### src/rtl/lane_bank_pkg.sv
package lane_bank_pkg;

   typedef enum logic [1:0] {
      ACC_IDLE = 2'd0,
      ACC_LOW  = 2'd1,
      ACC_HIGH = 2'd2,
      ACC_WORD = 2'd3
   } acc_kind_e;

   typedef struct packed {
      logic lo_sel;
      logic hi_sel;
      logic is_wr;
      logic is_rd;
   } lane_sel_t;

   // Pair of address LSB and active-low upper enable -> transfer kind
   function automatic acc_kind_e classify(input logic a_lsb, input logic hi_en_n);
      acc_kind_e k;
      unique case ({a_lsb, hi_en_n})
         2'b00:   k = ACC_WORD;
         2'b01:   k = ACC_LOW;
         2'b10:   k = ACC_HIGH;
         default: k = ACC_IDLE;
      endcase
      return k;
   endfunction

endpackage

### src/rtl/lane_select.sv
module lane_select
   import lane_bank_pkg::*;
(
   input  logic      clk,
   input  logic      rst_n,
   input  logic      a_lsb_i,
   input  logic      hi_en_n_i,
   input  logic      rd_i,
   input  logic      wr_i,
   output lane_sel_t sel_o
);

   logic      strobe;
   acc_kind_e kind;

   // exactly one strobe makes a live cycle
   assign strobe = rd_i ^ wr_i;

   always_comb begin
      kind = ACC_IDLE;
      if (strobe) kind = classify(a_lsb_i, hi_en_n_i);
   end

   always_comb begin
      sel_o        = '0;
      sel_o.is_wr  = strobe & wr_i;
      sel_o.is_rd  = strobe & rd_i;
      unique case (kind)
         ACC_WORD: begin sel_o.lo_sel = 1'b1; sel_o.hi_sel = 1'b1; end
         ACC_LOW:  sel_o.lo_sel = 1'b1;
         ACC_HIGH: sel_o.hi_sel = 1'b1;
         default:  ;
      endcase
   end


   high_only_chk: assert property (@(posedge clk) disable iff (!rst_n)
      (strobe && a_lsb_i && !hi_en_n_i) |-> (sel_o.hi_sel && !sel_o.lo_sel));


   conflict_chk: assert property (@(posedge clk) disable iff (!rst_n)
      (rd_i && wr_i) |-> (!sel_o.lo_sel && !sel_o.hi_sel && !sel_o.is_wr));

endmodule

### src/rtl/lane_steer.sv
module lane_steer
   import lane_bank_pkg::*;
#(
   parameter int BYTE_W = 8
)(
   input  lane_sel_t                sel_i,
   input  logic [2*BYTE_W-1:0]      wdata_i,
   input  logic [BYTE_W-1:0]        even_rdata_i,
   input  logic [BYTE_W-1:0]        odd_rdata_i,
   output logic                     even_cs_o,
   output logic                     odd_cs_o,
   output logic                     even_we_o,
   output logic                     odd_we_o,
   output logic [BYTE_W-1:0]        even_wdata_o,
   output logic [BYTE_W-1:0]        odd_wdata_o,
   output logic [2*BYTE_W-1:0]      merged_o
);

   localparam int LANES = 2;

   logic              lane_sel [LANES];
   logic              lane_we  [LANES];
   logic [BYTE_W-1:0] lane_rd  [LANES];
   logic [BYTE_W-1:0] lane_wd  [LANES];

   assign lane_sel[0] = sel_i.lo_sel;
   assign lane_sel[1] = sel_i.hi_sel;
   assign lane_rd[0]  = even_rdata_i;
   assign lane_rd[1]  = odd_rdata_i;

   // lane g of the host bus always maps to bank g; no byte swapping
   for (genvar g = 0; g < LANES; g++) begin : g_lane
      assign lane_we[g] = lane_sel[g] & sel_i.is_wr;
      assign lane_wd[g] = lane_we[g] ? wdata_i[g*BYTE_W +: BYTE_W] : '0;
      assign merged_o[g*BYTE_W +: BYTE_W] =
         (lane_sel[g] & sel_i.is_rd) ? lane_rd[g] : '0;
   end

   assign even_cs_o    = lane_sel[0];
   assign odd_cs_o     = lane_sel[1];
   assign even_we_o    = lane_we[0];
   assign odd_we_o     = lane_we[1];
   assign even_wdata_o = lane_wd[0];
   assign odd_wdata_o  = lane_wd[1];

endmodule

### src/rtl/rd_capture.sv
module rd_capture #(
   parameter int W      = 16,
   parameter bit RD_REG = 1'b1
)(
   input  logic         clk,
   input  logic         rst_n,
   input  logic         fire_i,
   input  logic [W-1:0] din_i,
   output logic [W-1:0] dout_o
);

   if (RD_REG) begin : g_reg
      logic [W-1:0] hold_q;

      always_ff @(posedge clk or negedge rst_n) begin
         if (!rst_n)      hold_q <= '0;
         else if (fire_i) hold_q <= din_i;
      end

      assign dout_o = hold_q;


      hold_chk: assert property (@(posedge clk) disable iff (!rst_n)
         !fire_i |=> $stable(dout_o));
   end else begin : g_pass
      assign dout_o = fire_i ? din_i : '0;
   end

endmodule

### src/rtl/lane_bank_decoder.sv
module lane_bank_decoder
   import lane_bank_pkg::*;
#(
   parameter int ADDR_W = 20,
   parameter int BYTE_W = 8,
   parameter bit RD_REG = 1'b1
)(
   input  logic                     clk,
   input  logic                     rst_n,
   input  logic [ADDR_W-1:0]        addr_i,
   input  logic                     hi_en_n_i,
   input  logic                     rd_i,
   input  logic                     wr_i,
   input  logic [2*BYTE_W-1:0]      wdata_i,
   output logic [2*BYTE_W-1:0]      rdata_o,
   output logic [ADDR_W-2:0]        bank_addr_o,
   output logic                     even_cs_o,
   output logic                     odd_cs_o,
   output logic                     even_we_o,
   output logic                     odd_we_o,
   output logic [BYTE_W-1:0]        even_wdata_o,
   output logic [BYTE_W-1:0]        odd_wdata_o,
   input  logic [BYTE_W-1:0]        even_rdata_i,
   input  logic [BYTE_W-1:0]        odd_rdata_i
);

   localparam int DATA_W  = 2 * BYTE_W;
   localparam int BANK_AW = ADDR_W - 1;

   if (ADDR_W < 2) begin : g_bad_aw
      $error("lane_bank_decoder: ADDR_W must be at least 2");
   end
   if (BYTE_W < 1) begin : g_bad_bw
      $error("lane_bank_decoder: BYTE_W must be at least 1");
   end

   lane_sel_t           sel;
   logic [DATA_W-1:0]   merged;
   logic                rd_fire;

   assign bank_addr_o = addr_i[ADDR_W-1:1];

   lane_select u_sel (
      .clk       (clk),
      .rst_n     (rst_n),
      .a_lsb_i   (addr_i[0]),
      .hi_en_n_i (hi_en_n_i),
      .rd_i      (rd_i),
      .wr_i      (wr_i),
      .sel_o     (sel)
   );

   lane_steer #(.BYTE_W(BYTE_W)) u_steer (
      .sel_i        (sel),
      .wdata_i      (wdata_i),
      .even_rdata_i (even_rdata_i),
      .odd_rdata_i  (odd_rdata_i),
      .even_cs_o    (even_cs_o),
      .odd_cs_o     (odd_cs_o),
      .even_we_o    (even_we_o),
      .odd_we_o     (odd_we_o),
      .even_wdata_o (even_wdata_o),
      .odd_wdata_o  (odd_wdata_o),
      .merged_o     (merged)
   );

   assign rd_fire = sel.is_rd & (sel.lo_sel | sel.hi_sel);

   rd_capture #(.W(DATA_W), .RD_REG(RD_REG)) u_cap (
      .clk    (clk),
      .rst_n  (rst_n),
      .fire_i (rd_fire),
      .din_i  (merged),
      .dout_o (rdata_o)
   );


   even_we_cs_chk: assert property (@(posedge clk) disable iff (!rst_n)
      even_we_o |-> (even_cs_o && wr_i && !rd_i));


   odd_we_cs_chk: assert property (@(posedge clk) disable iff (!rst_n)
      odd_we_o |-> (odd_cs_o && wr_i && !rd_i));


   word_sel_chk: assert property (@(posedge clk) disable iff (!rst_n)
      ((rd_i ^ wr_i) && !addr_i[0] && !hi_en_n_i) |-> (even_cs_o && odd_cs_o));


   none_sel_chk: assert property (@(posedge clk) disable iff (!rst_n)
      (addr_i[0] && hi_en_n_i) |-> (!even_cs_o && !odd_cs_o && !even_we_o && !odd_we_o));

   if (RD_REG) begin : g_rd_chk

      lo_zero_chk: assert property (@(posedge clk) disable iff (!rst_n)
         (rd_fire && !even_cs_o) |=> (rdata_o[BYTE_W-1:0] == '0));

      hi_zero_chk: assert property (@(posedge clk) disable iff (!rst_n)
         (rd_fire && !odd_cs_o) |=> (rdata_o[DATA_W-1:BYTE_W] == '0));
   end

endmodule

### config.mk
export PLATFORM = sky130hd
export DESIGN_NAME = lane_bank_decoder
export DESIGN_NICKNAME = d
export VERILOG_FILES = /design/src/rtl/lane_bank_pkg.sv /design/src/rtl/lane_select.sv /design/src/rtl/lane_steer.sv /design/src/rtl/rd_capture.sv /design/src/rtl/lane_bank_decoder.sv
export SDC_FILE = /design/constraint.sdc
export NUM_CORES = 1
export LEC_CHECK = 0
export BUFFER_PORTS_ARGS = -buffer_cell sky130_fd_sc_hd__buf_2
export CAP_MARGIN = 40
export CORE_MARGIN = 1.5
export CORE_UTILIZATION = 30
export CTS_BUF_LIST = sky130_fd_sc_hd__clkbuf_2 sky130_fd_sc_hd__clkbuf_4 sky130_fd_sc_hd__clkbuf_8
export DETAILED_ROUTE_END_ITERATION = 12
export GPL_ROUTABILITY_DRIVEN = 0
export GPL_TIMING_DRIVEN = 1
export PLACE_DENSITY_LB_ADDON = 0.08
export SYNTH_ARGS = -nofsm -noshare
export SYNTH_HDL_FRONTEND = slang
export SYNTH_SLANG_ARGS = --single-unit
### constraint.sdc
create_clock -name clk -period 1.7 [get_ports clk]
set_input_delay 0.51 -clock clk [delete_from_list [all_inputs] [get_ports clk]]
set_output_delay 0.51 -clock clk [all_outputs]
set_load 0.01 [all_outputs]
Word level (Yosys, flattened, before mapping). Cells that the tools add are included.

Bitwise operators: 9. Mux-type cells: 8. Equality and inequality tests: 5. Reductions and logical operators: 3.

Operator list (number): $mux 8 (4); $and 1x1->1 (7); $eq 2x2->1 const B (3); $pmux 2 s3 (1); $eq 2x1->1 const B (2); $reduce_or 2->1 (2); $logic_not 2->1 (1); $mux 1 (2); $mux 2 (1); $or 1x1->1 (1); $xor 1x1->1 (1).

Logic and storage cells: 26. Register bits: 16.

Longest topological paths before layout. Gate-level depths: netlist of the first run.

Word-level depth: 8. Gate-level depth with buffers: 6.

Modules after synthesis. A second synthesis of the first run with hierarchy kept.

Cells, all modules: 100. Area, all modules: 1104.8 um^2.

By module, submodules not included: rd_capture (area an instance 649.4 um^2, times used 1, cells an instance 34); lane_steer (area an instance 265.3 um^2, times used 1, cells an instance 40); lane_bank_decoder (area an instance 150.1 um^2, times used 1, cells an instance 20); lane_select (area an instance 40.0 um^2, times used 1, cells an instance 6).

Worst setup path before layout of the first run. OpenSTA, ideal clock, no wires.

Path kind: input to output. From: input port rd_i. To: output port even_wdata_o[0]. Path buffers: 0. Data arrival time: 1457 ps. Stages: 4. Slack: -267 ps. Required time: 1190 ps. Path through: inv_1 -> ha_1 -> nor2_1 -> and3_1.

Longest elaborated chain between the ends: 7. Elaborated cells between the ends (all ways): 9. Those cells by class: eq/ne (2); mux (3); bitwise (3); reduce/logical (1).

RTL lines: start, declared (RTL line lane_bank_decoder.sv:12) `input logic rd_i,`; $xor 1x1->1 (*) (RTL line lane_select.sv:17) `assign strobe = rd_i ^ wr_i;`; $mux 2 (*) (RTL line lane_select.sv:21) `if (strobe) kind = classify(a_lsb_i, hi_en_n_i);`; $eq 2x2->1 / $eq 2x1->1 (equally long branches) (RTL line lane_select.sv:28) `unique case (kind)`; $reduce_or 2->1 (no source line) (*); $mux 1 (*) (RTL line lane_select.sv:28); named net even_cs_o (RTL line lane_bank_decoder.sv:17) `output logic even_cs_o,`; $and 1x1->1 (*) (RTL line lane_steer.sv:33) `assign lane_we[g] = lane_sel[g] & sel_i.is_wr;`; $mux 8 (*) (RTL line lane_steer.sv:34) `assign lane_wd[g] = lane_we[g] ? wdata_i[g*BYTE_W +: BYTE_W] : '0;`; end, declared (RTL line lane_bank_decoder.sv:21) `output logic [BYTE_W-1:0] even_wdata_o,`.

Mark *: on every way through the listed nets, which the timed path passes. The rest lies on a longest branch.

Final worst setup path of the first run.
From: input port rd_i. To: output port even_wdata_o[0].

Longest elaborated chain between the ends: 7. Elaborated cells between the ends (all ways): 9. Those cells by class: eq/ne (2); mux (3); bitwise (3); reduce/logical (1).

RTL lines (RTL line): $xor 1x1->1 (*) (lane_select.sv:17); $mux 2 (lane_select.sv:21); $eq 2x2->1 / $eq 2x1->1 (equally long branches) (lane_select.sv:28); $reduce_or 2->1 (no source line); $mux 1 (lane_select.sv:28); $and 1x1->1 (*) (lane_steer.sv:33); $mux 8 (*) (lane_steer.sv:34).

Mark *: on every way between the ends. The rest lies on a longest branch, timed or not.

==> results of run 1 <==
## synthesized netlist by cell type
master and number:
sky130_fd_sc_hd__buf_4 19, sky130_fd_sc_hd__and3_1 16, sky130_fd_sc_hd__dfrtp_1 16, sky130_fd_sc_hd__a22o_2 14
sky130_fd_sc_hd__nor2_1 4, sky130_fd_sc_hd__a22o_1 2, sky130_fd_sc_hd__and2_1 2, sky130_fd_sc_hd__ha_1 2
sky130_fd_sc_hd__inv_1 2, sky130_fd_sc_hd__a21o_4 1, sky130_fd_sc_hd__buf_6 1, sky130_fd_sc_hd__clkbuf_1 1
sky130_fd_sc_hd__nand2b_4 1
## cell type report
cell class	count	area [µm²]
Clock buffer	4	36.28
Fill cell	272	1401
Inverter	2	10.01
Multi-Input combinational cell	44	434.2
Sequential cell	16	400.4
Tap cell	31	38.79
Timing Repair Buffer	77	484.2
## through the flow
step / total power, mW / area (µm²) / worst slack, ns / cells / util
6_report: 1.106 / 1404 / -0.1758 / 174 / 0.5004
5_1_grt: 1.186 / 1404 / -0.2001 / 174 / 0.5004
4_1_cts: 1.112 / 1379 / -0.1641 / 173 / 0.4915
3_5_place_dp: 0.8319 / 1229 / -0.2608 / 165 / 0.4380
3_3_place_gp: 0.8247 / 1229 / -0.2292 / 165 / 0.4380
2_1_floorplan: 0.7162 / 974.7 / -0.005959 / 81 / -
## routing by layer
layer / GRT usage / up-vias / part of all wire
met5: 0 / - / 0
met1: 0.1835 / 391 / 0.38
met3: 0.03571 / 10 / 0.082
li1: - / 398 / -
met2: 0.2808 / 50 / 0.51
met4: 0.08970 / 0 / 0.028
## cells by family (layout without fill, tap and decap cells)
kind of cell	count (synthesis)	after routing
AO/OA/AOI/OAI	17	17
AND/OR/NAND/NOR	23	25
adder cells (fa/ha/maj)	2	2
flip-flops	16	16
buffers and inverters	23	83
## where the power goes
group          total [mW]  leakage, nW  internal (mW)  switching [mW]
sequential          0.493        0.207          0.454          0.0393
clock               0.250       0.0210          0.130           0.120
combinational       0.363        0.570          0.202           0.161
total                1.11        0.797          0.786           0.320
## final timing paths
check,startpoint,to,depth (start not counted)
setup / recovery,rd_i,even_wdata_o[0],6
hold / removal,rst_n,u_cap.dout_o[6],1
setup reg to reg,u_cap.dout_o[12],u_cap.dout_o[12],1
hold reg to reg,u_cap.dout_o[7],u_cap.dout_o[7],1
max in group asynchronous,rst_n,u_cap.dout_o[13],1
min in group clk,odd_rdata_i[0],u_cap.dout_o[8],2
## repair_timing
item                                    CTS  global route
cloned                                    2             0
hold buffers                              0             0
endpoints found under the setup margin   20            20
buffers inserted                          2             1
pin swaps                                15             8
gates resized for setup                  16             4
## layout by cell type, fill, tap and decap left out
cell / instances
sky130_fd_sc_hd__nor2_4: 4
sky130_fd_sc_hd__dfrtp_1: 16
sky130_fd_sc_hd__buf_4: 3
sky130_fd_sc_hd__inv_4: 1
sky130_fd_sc_hd__clkbuf_8: 1
sky130_fd_sc_hd__a21o_4: 1
sky130_fd_sc_hd__buf_8: 1
sky130_fd_sc_hd__buf_2: 60
sky130_fd_sc_hd__and3_1: 7
sky130_fd_sc_hd__buf_6: 13
sky130_fd_sc_hd__nor2_1: 2
sky130_fd_sc_hd__clkbuf_4: 3
sky130_fd_sc_hd__and2_1: 2
sky130_fd_sc_hd__inv_1: 1
sky130_fd_sc_hd__a22o_2: 14
sky130_fd_sc_hd__nand2b_4: 1
sky130_fd_sc_hd__ha_4: 1
sky130_fd_sc_hd__ha_1: 1
sky130_fd_sc_hd__a22o_1: 2
sky130_fd_sc_hd__and3_4: 9
==> flow_metrics.tcl, run 1 <==
set metrics [dict create \
    global_route.usage.total 0.1620 \
    ant_nets 0 \
    fp-row-count 19 \
    timing.critical_path.from_type "input pin" \
    initial_utilization 0.3225 \
    largest_reg_flops 16 \
    slew_viol_final 0 \
    avgViaCountPerCell 4.879 \
    max-clock-path-buffers 2 \
    synth.avg_cell_area_um2 11.17 \
    timing_hold_violations_final 0 \
    synthAdderAreaFrac 0.02766 \
    synth.mux.area_fraction 0 \
    io_buffers 73 \
    ys.warnings.count 0 \
    place_hpwl_um 2033 \
    drc 8 \
    worst-slew-pin-transition_ns 0.5294 \
    flow.area_growth_from_synthesis_pct 55.19 \
    overflow 0 \
    final-setup-viol-count 19 \
    source_to_sink_clock_delay_at_the_later_pin_of_the_worst_skew_pair_ns 0.28 \
    cp-end-kind "output port" \
    timing.setup.critical_path_class "in2out" \
    timing.setup.tns_ns -2.658 \
    detail_route.first_pass.iterations 9 \
    routed_wirelength_um 2711 \
    clock_tree.htree_level_count 1 \
    final_nets 203 \
    cellPowerDensity_mw_per_mm2 788.0 \
    num_vias 849 \
    timing.critical_path.buf_inv 3 \
    static_leak_nw 0.7975 \
    cts_root_buffer "sky130_fd_sc_hd__clkbuf_4" \
    cts_made_buffers 3 \
    max-cap-violations 0 \
    drive_gt1_frac 0.7832 \
    timing.fmax_mhz 533.1 \
    hold_ws_ns 0.1117 \
    share_of_the_yosys_chip_area_belonging_to_registers 0.4426 \
    fp.dieArea_mm2 0.003354 \
    violations "design-rule violations, negative setup slack" \
    synth_top_cells_by_area "sky130_fd_sc_hd__dfrtp_1 44%, sky130_fd_sc_hd__buf_4 16%, sky130_fd_sc_hd__a22o_2 15%, sky130_fd_sc_hd__and3_1 11%, sky130_fd_sc_hd__ha_1 2.8%" \
    wl_per_cell_um 15.58 \
    timing.max_slew.rel_slack 0.6458 \
    grt_first_pass_wirelength_um 4133 \
    antenna_cells 0 \
    library_cells_used_by_synthesis 13 \
    cts_tree "yes" \
    cts_sinks 16 \
    worst_ep_required_time_ns 1.19 \
    hold_path_class "in2async" \
    timing.final.crit_period_ns 1.876 \
    ff_latch_count_synth 16 \
    cp.arrival_ns 1.37 \
    grt_max_degree 19 \
    die_height_um 57.91 \
    critical_path_peak_fanout 5 \
    clock_pin_slew_on_the_worst_setup_and_hold_paths_ns 0.09 \
    core_area_mm2 0.002805 \
    synth_top_family_by_area "compound AO/OA/AOI/OAI gates" \
    status "finished with violations" \
    synth_xor_area_frac 0 \
    netlist.top_cell.by_area "sky130_fd_sc_hd__dfrtp_1" \
    final.period_utilization 1.103 \
    synthesis.area_um2 904.6 \
    dr.first_iter.drc_count 43 \
    synth_net_count 140 \
    slowest_cell_on_crit_path "sky130_fd_sc_hd__ha_4" \
    number_of_antenna_violations_at_the_first_check_in_global_routing 0 \
    peakVddDrop_uv 438.1 \
    chipWidth_um 57.91 \
    cp_cell_sequence "buf_8, inv_4, ha_4, nor2_4, and3_4, buf_6" \
    vias_in_the_first_global_route 879 \
    io_pins 112 \
    post_synth_and_or_nand_nor_area_fraction 0.1563 \
    rsz0062_at_grt "true" \
    timing.final.ws_setup_ns -0.1758 \
    cpLargestDelayFamily "simple AND/OR/NAND/NOR gates" \
    regToRegSetupSlack_ns 0.97 \
    synth_compound_area_frac 0.1909 \
    synthCells 81 \
    crit_path_max_incr_delay_ns 0.28 \
    synth_largest_type_area_fraction 0.4426 \
    finClkSkew_ns 0 \
]
No activity file was read; power rests on OpenSTA's default activity.
==> inputs of run 2 (changes only) <==
BUFFER_PORTS_ARGS = -buffer_cell sky130_fd_sc_hd__buf_4   (was -buffer_cell sky130_fd_sc_hd__buf_2)
==> run 2 against run 1 <==
  * Non-clock buffer count unchanged
  * Hold slack worse by 0.053 ns
  * Highest routed layer unchanged
  * Maximum frequency up 0.65%
  * The run still ends with design-rule violations, negative setup slack left
  * Largest cell class unchanged
  * Largest power group unchanged
  * Via count up 2.7%
==> flow_metrics.tcl, run 2 (synthesis results as in run 1) <==
set metrics [dict create \
    slew_viol_final 0 \
    global_route.usage.total 0.1706 \
    finClkSkew_ns 0 \
    timing.final.crit_period_ns 1.864 \
    final-setup-viol-count 19 \
    final.period_utilization 1.096 \
    count_of_hold_buffers_inserted_by_post_cts_repair 0 \
    placed_cells_incl_taps 166 \
    timing.critical_path.from_type "input pin" \
    num_vias 872 \
    p_total_mw 1.177 \
    worst_ep_required_time_ns 1.19 \
    flow.area_growth_from_synthesis_pct 75.38 \
    avgViaCountPerCell 5.011 \
    fp-row-count 19 \
    timing.setup.tns_ns -2.494 \
    routed_wirelength_um 2734 \
    cellPowerDensity_mw_per_mm2 741.8 \
    timing.final.ws_setup_ns -0.1638 \
    violations "design-rule violations, negative setup slack" \
    chipWidth_um 57.91 \
    io_buffers 73 \
    clock_pin_slew_on_the_worst_setup_and_hold_paths_ns 0.09 \
    source_to_sink_clock_delay_at_the_later_pin_of_the_worst_skew_pair_ns 0.28 \
    critical_path_peak_fanout 5 \
    cp-end-kind "output port" \
    wl_per_cell_um 15.71 \
    rsz0062_at_grt "true" \
    initial_utilization 0.3225 \
    static_leak_nw 0.8334 \
    timing_hold_violations_final 0 \
    cts_sinks 16 \
    timing.max_slew.rel_slack 0.6327 \
    grt_first_pass_wirelength_um 4305 \
    final_nets 203 \
    worst_slack_after_detailed_placement_ns -0.2565 \
    layout.cells.most_common "sky130_fd_sc_hd__buf_4" \
    ant_nets 0 \
    number_of_antenna_violations_at_the_first_check_in_global_routing 0 \
    dpl-instance-area_mm2 0.001419 \
    layout.filler_cells 241 \
    fp.dieArea_mm2 0.003354 \
    drc 9 \
    clock_tree.htree_level_count 1 \
    detail_route.first_pass.iterations 10 \
    die_height_um 57.91 \
    worst-slew-pin-transition_ns 0.5489 \
    status "finished with violations" \
    peakVddDrop_uv 490.0 \
    place_hpwl_um 2054 \
    finish.instance_area_mm2 0.001587 \
    cp.arrival_ns 1.35 \
    hold_path_class "in2async" \
    vias_in_the_first_global_route 888 \
    dr.first_iter.drc_count 36 \
    timing.setup.critical_path_class "in2out" \
    final_cell_mix "57 x sky130_fd_sc_hd__buf_4, 19 x sky130_fd_sc_hd__buf_6, 16 x sky130_fd_sc_hd__dfrtp_1" \
    drive_gt1_frac 0.7972 \
    hold_ws_ns 0.05882 \
    cts_made_buffers 3 \
    grt_max_degree 19 \
    postLayoutCoreUtil 0.5656 \
    largest_reg_flops 16 \
    stdcell_count 174 \
    io_pins 112 \
    timing.fmax_mhz 536.5 \
    max-clock-path-buffers 2 \
    max-cap-violations 0 \
    cts_root_buffer "sky130_fd_sc_hd__clkbuf_4" \
    antenna_cells 0 \
    core_area_mm2 0.002805 \
    overflow 0 \
    cts_tree "yes" \
]
-- run 2: changes by cell type in the layout (fill, tap and decap cells not counted) --
cell,delta
sky130_fd_sc_hd__and3_1,-2
sky130_fd_sc_hd__buf_6,+6
sky130_fd_sc_hd__buf_4,+54
sky130_fd_sc_hd__and3_4,+2
sky130_fd_sc_hd__buf_2,-60
-- run 2: final cells by class --
class	instances	area [µm²]	share of cell area
sequential	16	400.4	0.2524
tap	31	38.79	0.02445
timing repair buffer	77	656.9	0.4140
clock buffer	4	36.28	0.02287
multi-input combinational	44	444.2	0.2800
inverter	2	10.01	0.006309
-- run 2: worst paths after layout --
kind	startpoint	endpoint	slack [ns]	cells past startpoint
worst min-delay path	rst_n	u_cap.dout_o[6]	0.06	1
min in group clk	odd_rdata_i[0]	u_cap.dout_o[8]	0.43	2
worst max-delay path	rd_i	even_wdata_o[7]	-0.16	6
max in group asynchronous	rst_n	u_cap.dout_o[7]	1.47	1
worst min register to register	u_cap.dout_o[6]	u_cap.dout_o[6]	0.51	1
worst max register to register	u_cap.dout_o[11]	u_cap.dout_o[11]	0.97	1
-- run 2: worst max-delay path: stages --
cell and delay [ns]:
sky130_fd_sc_hd__buf_8 0.08, sky130_fd_sc_hd__inv_4 0.03, sky130_fd_sc_hd__ha_4 0.28, sky130_fd_sc_hd__nor2_4 0.15, sky130_fd_sc_hd__and3_4 0.21, sky130_fd_sc_hd__buf_6 0.10
-- run 2: what timing repair did --
item / in CTS / in global routing
endpoints found under the setup margin: 20 / 20
pin swaps: 16 / 6
gates cloned: 2 / 0
buffers inserted: 1 / 1
hold endpoints to repair: 0 / 0
gates resized for setup: 26 / 0
-- run 2: routing by layer --
metal	vias up	global-route usage	routed length [µm]	share of wire
met5	-	0	0	0
li1	399	-	-	-
met1	405	0.2008	959	0.35
met2	55	0.2857	1419	0.52
met3	13	0.03571	241	0.088
met4	0	0.09967	114	0.042
-- run 2: power breakdown --
group | leakage (nW) | total (mW) | internal (mW) | switching (mW)
Sequential | 0.207 | 0.496 | 0.454 | 0.0418
Combinational | 0.606 | 0.428 | 0.268 | 0.161
Clock | 0.0210 | 0.253 | 0.130 | 0.123
==> inputs of run 3 (changes only) <==
SKIP_CTS_REPAIR_TIMING = 1   (was unset)
==> run 3 against run 2 <==
  * The run still ends with design-rule violations, negative setup slack left
  * Power about the same
  * First-iteration DRC count increased by 17%
  * Die area unchanged
==> flow_metrics.tcl, run 3 (synthesis results as in run 1) <==
set metrics [dict create \
    power_switching_uw 324.7 \
    timing.max_slew.rel_slack 0.6381 \
    overflow 0 \
    crit_path_max_incr_delay_ns 0.34 \
    io_pins 112 \
    timing_hold_violations_final 0 \
    worst-slew-pin-transition_ns 0.5408 \
    largest_reg_flops 16 \
    power_frac_seq 0.421 \
    max-cap-violations 0 \
    slew_viol_final 0 \
    chipWidth_um 57.91 \
    rsz0062_at_grt "true" \
    timing.setup.critical_path_class "in2out" \
    final.period_utilization 1.101 \
    critPathMostFrequentCell "sky130_fd_sc_hd__buf_4" \
    final-setup-viol-count 20 \
    place_hpwl_um 2054 \
    p_clk_frac 0.215 \
    final_nets 203 \
    hold_path_class "in2async" \
    timing.fmax_mhz 534.2 \
    cts_root_buffer "sky130_fd_sc_hd__clkbuf_4" \
    cp_cell_sequence "buf_4, ha_4, nor2_4, and3_1, buf_4" \
    worst_slack_after_detailed_placement_ns -0.2565 \
    global_route.usage.total 0.1551 \
    critical_path_peak_fanout 5 \
    cellPowerDensity_mw_per_mm2 755.5 \
    fp-row-count 19 \
    worstSetupStartpoint "wr_i" \
    detail_route.first_pass.iterations 10 \
    cts_tree "yes" \
    finClkSkew_ns 0 \
    cp.arrival_ns 1.36 \
    source_to_sink_clock_delay_at_the_later_pin_of_the_worst_skew_pair_ns 0.28 \
    max-clock-path-buffers 2 \
    clock_tree.htree_level_count 1 \
    slowest_cell_on_crit_path "sky130_fd_sc_hd__ha_4" \
    drc 9 \
    status "finished with violations" \
    flow.area_growth_from_synthesis_pct 72.20 \
    drive_gt1_frac 0.7832 \
    cts_made_buffers 3 \
    cts_sinks 16 \
    power_frac_comb 0.364 \
    final_cell_mix "62 x sky130_fd_sc_hd__buf_4, 16 x sky130_fd_sc_hd__dfrtp_1, 14 x sky130_fd_sc_hd__a22o_2, 14 x sky130_fd_sc_hd__buf_6, 9 x sky130_fd_sc_hd__and3_4" \
    wl_per_cell_um 15.43 \
    timing.final.crit_period_ns 1.872 \
    routed_wirelength_um 2685 \
    grt_max_degree 19 \
    number_of_antenna_violations_at_the_first_check_in_global_routing 0 \
    timing.final.ws_setup_ns -0.1719 \
    dr.first_iter.drc_count 42 \
    layout.filler_cells 250 \
    fp.dieArea_mm2 0.003354 \
    worst_ep_required_time_ns 1.19 \
    antenna_cells 0 \
    vias_in_the_first_global_route 811 \
    worstReg2RegStart "u_cap.dout_o[11]" \
    switching_share 0.2759 \
    violations "design-rule violations, negative setup slack" \
    p_int_uw 852.2 \
    static_leak_nw 0.8338 \
    layout.cells.most_common "sky130_fd_sc_hd__buf_4" \
    clock_pin_slew_on_the_worst_setup_and_hold_paths_ns 0.09 \
    grt_first_pass_wirelength_um 3939 \
    avgViaCountPerCell 4.989 \
    p_total_mw 1.177 \
    timing.critical_path.from_type "input pin" \
    core_area_mm2 0.002805 \
    cp-end-kind "output port" \
    peakVddDrop_uv 508.7 \
    io_buffers 73 \
    ant_nets 0 \
    num_vias 868 \
    r2r.worst_path.cells 1 \
    die_height_um 57.91 \
    initial_utilization 0.3225 \
]
-- run 3: cell counts in the layout (fill, tap and decap cells not counted) --
No cell type changed its count.
-- run 3: final timing paths --
kind	endpoint	slack, ns
worst max-delay path	odd_wdata_o[2]	-0.17
worst min-delay path	u_cap.dout_o[6]	0.06
worst min register to register	u_cap.dout_o[6]	0.51
min in group clk	u_cap.dout_o[8]	0.43
worst max register to register	u_cap.dout_o[11]	0.97
max in group asynchronous	u_cap.dout_o[7]	1.47
-- run 3: routing by layer --
metal	wire length, µm	GRT usage	vias to the layer above
met5	0	0	-
met4	74	0.07973	0
met3	236	0.03571	11
met2	1405	0.2614	51
met1	969	0.1840	405
li1	-	-	401
-- run 3: layout make-up --
class / instances / area (µm²) / share of cell area
Sequential cell: 16 / 400.4 / 0.2570
Inverter: 2 / 10.01 / 0.006426
Clock buffer: 4 / 36.28 / 0.02329
Timing Repair Buffer: 77 / 638.1 / 0.4096
Multi-Input combinational cell: 44 / 434.2 / 0.2787
Tap cell: 31 / 38.79 / 0.02490
-- run 3: critical path, delay by kind of cell --
kind                       cells  cell delay, ns
and+or+nand+nor                2            0.25
buffers and inverters          2            0.26
adders and majority gates      1            0.34
-- run 3: metrics by stage --
| stage | util | hold slack (ns) | instance area (µm²) | TNS (ns) | std cells |
|---|---|---|---|---|---|
| 6_report | 0.5553 | 0.05880 | 1558 | -3.016 | 174 |
| 2_1_floorplan | - | 0.2144 | 974.7 | -0.04767 | 81 |
| 3_3_place_gp | 0.5058 | 0.3773 | 1419 | -4.408 | 166 |
| 3_5_place_dp | 0.5058 | 0.3789 | 1419 | -5.390 | 166 |
| 4_1_cts | 0.5187 | 0.05433 | 1455 | -3.932 | 170 |
| 5_1_grt | 0.5553 | 0.05008 | 1558 | -3.515 | 174 |
-- run 3: power by group through the flow --
stage          clock [mW]  sequential [mW]  combinational, mW
2_1_floorplan           0            0.535              0.181
3_3_place_gp            0            0.502              0.400
3_5_place_dp            0            0.500              0.406
4_1_cts             0.267            0.496              0.405
5_1_grt             0.285            0.503              0.460
6_report            0.253            0.496              0.428
